--- src/rtl/dma_prio_arb.sv ---
module dma_prio_arb #(
  parameter int NCH = 4
) (
  input  logic           clk,
  input  logic           rst_n,
  input  logic [NCH-1:0] hw_req,
  input  logic [NCH-1:0] sw_req,
  input  logic [NCH-1:0] chan_mask,
  input  logic           rotate_en,
  input  logic           svc_done,
  output logic [NCH-1:0] grant,
  output logic           grant_vld
);
  localparam int IW = (NCH > 1) ? $clog2(NCH) : 1;

  logic [NCH-1:0] eff, pick, grant_q, eff_low;
  logic [IW-1:0]  hi_ptr, gidx, nxt_ptr;
  logic           found;

  assign eff       = (hw_req | sw_req) & ~chan_mask;
  assign grant     = grant_q;
  assign grant_vld = |grant_q;
  assign eff_low   = eff & (~eff + NCH'(1));

  always_comb begin
    pick  = '0;
    found = 1'b0;
    for (int k = 0; k < NCH; k++) begin
      int j;
      j = rotate_en ? (int'(hi_ptr) + k) % NCH : k;
      if (!found && eff[j]) begin
        pick[j] = 1'b1;
        found   = 1'b1;
      end
    end
  end

  always_comb begin
    gidx = '0;
    for (int k = 0; k < NCH; k++)
      if (grant_q[k]) gidx = IW'(k);
  end

  assign nxt_ptr = IW'((int'(gidx) + 1) % NCH);

  always_ff @(posedge clk) begin
    if (!rst_n) begin
      grant_q <= '0;
      hi_ptr  <= '0;
    end else if (!grant_vld) begin
      if (found) grant_q <= pick;
    end else if (svc_done) begin
      grant_q <= '0;
      if (rotate_en) hi_ptr <= nxt_ptr;
    end
  end


  a_r3_hold_grant: assert property (@(posedge clk) disable iff (!rst_n)
    grant_vld && !svc_done |=> grant_vld && $stable(grant));

  a_r4_release: assert property (@(posedge clk) disable iff (!rst_n)
    grant_vld && svc_done |=> !grant_vld);

  a_r10_onehot: assert property (@(posedge clk) disable iff (!rst_n)
    grant_vld |-> $countones(grant) == 1);

  a_r6_eligible_only: assert property (@(posedge clk) disable iff (!rst_n)
    $rose(grant_vld) |-> (grant & $past(eff)) != '0);

  a_r6_idle_stays: assert property (@(posedge clk) disable iff (!rst_n)
    !grant_vld && eff == '0 |=> !grant_vld);

  a_r2_fixed_lowest: assert property (@(posedge clk) disable iff (!rst_n)
    $rose(grant_vld) && !$past(rotate_en) |-> grant == $past(eff_low));
endmodule

--- config.mk ---
export PLATFORM = sky130hd
export DESIGN_NAME = dma_prio_arb
export DESIGN_NICKNAME = d
export VERILOG_FILES = /design/src/rtl/dma_prio_arb.sv
export SDC_FILE = /design/constraint.sdc
export NUM_CORES = 1
export LEC_CHECK = 0
export ABC_AREA = 1
export BUFFER_PORTS_ARGS = -buffer_cell sky130_fd_sc_hd__buf_2
export CAP_MARGIN = 20
export CORE_ASPECT_RATIO = 1.1
export CORE_MARGIN = 2
export CORE_UTILIZATION = 35
export DETAILED_ROUTE_END_ITERATION = 7
export GPL_TIMING_DRIVEN = 0
export PLACE_DENSITY = 0.66
export SYNTH_ARGS = -nofsm -noshare
export SYNTH_HDL_FRONTEND = slang
export SYNTH_SLANG_ARGS = --single-unit
--- constraint.sdc ---
create_clock -name clk -period 1.68 [get_ports clk]
set_input_delay 0.168 -clock clk [delete_from_list [all_inputs] [get_ports clk]]
set_output_delay 0.168 -clock clk [all_outputs]
set_load 0.005 [all_outputs]
==> reports/metrics.cfg <==
[die]
io_pins = 21
start_util_pct = 36.6
fp-row-count = 18
design.core.area_mm2 = 0.00221
die_x_um = 49.8
die_y_um = 54.4
die_area_mm2 = 0.00271

[clock_network]
cts_max_level = 1
cts_sinks = 6
cts_buffers = 3
cts_root_buf = clkbuf_4
insertion_delay_ps = 240
max-clock-path-buffers = 2
cts_tree = done
post_cts_buffers = 0
path_clk_slew_ps = 50

[worst_setup_path]
critPathCaptureType = register
startpoint_type = register
worstPathMaxFanout = 8
criticalPathCategory = reg2reg
cp.arrival_ps = 1690
worst_ep_required_time_ps = 1850

[drt]
drc = 0
wl_per_cell_um = 9.42
drt-pass1-iter-count = 4
drt-initial-drc-count = 7
vias_per_cell = 4.54
ant_nets = 0
via_count = 822
wl_um = 1710

[global_routing]
use_met1_pct = 14.7
met2_usage_pct = 28.7
antenna_found_initial = 0
grt_usage_pct = 14.0
grt_pass1_wl_um = 2990
grt_max_degree = 9
grt_pass1_vias = 753
met3_usage_pct = 1.64
overflow = 0
top_usage_layer = met2

[sta]
finalCritPeriodShare_pct = 90.6
finalSetupViolCount = 0
finalSetupTns_ps = 0
fmax_mhz = 657
rsz0062_at_grt = no
worst_slew_pin_slew_ps = 451
slew_viol_final = 0
hold_viol_final = 0
post-route-min-period_ps = 1520
relSlewSlack_pct = 69.7
clock_skew_ps = 4.06

[yosys]
synth_edf_count = 0
synth.area.top_cells = dfxtp_1, nand2_1, nand2_4
ys_types = 17
synth-main-ff-cell = dfxtp_1
ys_warn_count = 0
syn_area_um2 = 807
synth_nets = 144
ys_seq_elements = 6
async_flop_share_pct = 0
avgSynthCellArea_um2 = 6.30
ys_seq_area_share_pct = 14.9
synth.most_common_cell = nand2_1
synthTopCellsByCount = nand2_1, inv_1, nand3_1
synth_top_area_share_pct = 14.9
syn_inst = 128
synth_top_area_cell = dfxtp_1

[layout]
multi_input_area_um2 = 593
regArea_um2 = 121
drive_gt1_share_pct = 35.1
final_net_count = 169
nFillCells = 248
final_area_um2 = 978
diodes = 0
area_growth_pct = 21.2

[power_and_ir_drop]
p_clk_share_pct = 17.0
intPower_mw = 0.428
combPwrFrac_pct = 57.2
swShare_pct = 47.5
seq_power_share_pct = 25.8
p_total_mw = 0.814
p_sw_mw = 0.387
irDropWorstVdd_mv = 0.570
power_density_mw_per_mm2 = 832
leakagePower_nw = 0.525

[outcome]
outcome = completed

[flow_run]
maxCapViolCount = 0

[placement]
placed_area_um2 = 945
place_hpwl_um = 1460
port_buffers = 20
routabilityCongestion = 0.784

[worst_hold_path]
hold_path.class = in2reg

path summary, 6_finish.rpt:
path	slack, ps	cells after the start	from	to
worst max-delay path	160	11	hi_ptr[0]$_SDFFE_PN0P_	grant[2]$_SDFFE_PN0P_
worst min-delay path	190	3	rst_n	hi_ptr[0]$_SDFFE_PN0P_
worst max register to register	160	11	hi_ptr[0]$_SDFFE_PN0P_	grant[2]$_SDFFE_PN0P_
worst min register to register	510	2	hi_ptr[1]$_SDFFE_PN0P_	hi_ptr[1]$_SDFFE_PN0P_
stage by stage:
stage	hold WS, ps	setup slack, ps	instances	util [%]
2_1_floorplan	306	285	128	-
3_3_place_gp	435	163	178	42.8
3_5_place_dp	444	113	178	42.8
4_1_cts	185	83.3	181	43.8
5_1_grt	196	1.27	181	44.3
6_report	187	157	181	44.3
placed cells by master (no fill, tap or decap):
| master | n |
|---|---|
| a21oi_1 | 8 |
| buf_2 | 20 |
| clkbuf_4 | 3 |
| clkinv_1 | 1 |
| clkinv_4 | 2 |
| dfxtp_1 | 5 |
| dfxtp_2 | 1 |
| inv_1 | 20 |
| inv_2 | 2 |
| nand2_1 | 30 |
| nand2_2 | 1 |
| nand2_4 | 10 |
| nand3_1 | 19 |
| nand3_2 | 10 |
| nand3_4 | 1 |
| nor2_1 | 13 |
| nor2_8 | 1 |
| nor4_4 | 1 |
| o21ai_0 | 2 |
| o21ai_2 | 1 |
sequential cells by signal (all words and copies together) (netlist names):
signal / count
hi_ptr: 2
grant: 4
power by group through the flow:
stage               clock [mW]  combinational (mW)  sequential [mW]
floorplan                    0               0.357            0.209
global placement             0               0.456            0.210
detailed placement           0               0.464            0.211
CTS                      0.140               0.468            0.208
global route             0.149               0.529            0.216
finish                   0.139               0.466            0.210
final cells by class:
cell class                 instances  share of cell area [%]
multi-input combinational         97                    60.6
clock buffer                       3                    2.30
timing repair buffer              20                    10.2
tap                               30                    3.84
sequential                         6                    12.4
inverter                          25                    10.6
worst max-delay path, stage by stage, from the launching register on:
cell      delay, ps
dfxtp_2         340
nand2_4         150
clkinv_4        100
nand3_2          80
nand3_2         100
nand2_4         130
nand2_4          70
nor2_8          110
nand3_1          80
nand2_1          70
nand2_1          50
a21oi_1         160
cells by family (layout without fill, tap and decap cells):
kind of cell | after synthesis | count (layout) | share of synthesized area [%]
buffers and inverters | 25 | 48 | 12.9
AND/OR/NAND/NOR | 86 | 86 | 65.0
flip-flops | 6 | 6 | 14.9
AO/OA/AOI/OAI | 11 | 11 | 7.29
layer usage:
layer | share of wire, % | wire length, µm
met5 | 0 | 0
met4 | 0 | 0
met3 | 3.3 | 57
met2 | 53 | 907
met1 | 43 | 741
repair_timing:
item,CTS,global route
setup endpoints to repair,0,4
gates resized for setup,0,3
hold buffers,0,0
Power figures use the tool's default switching activity.
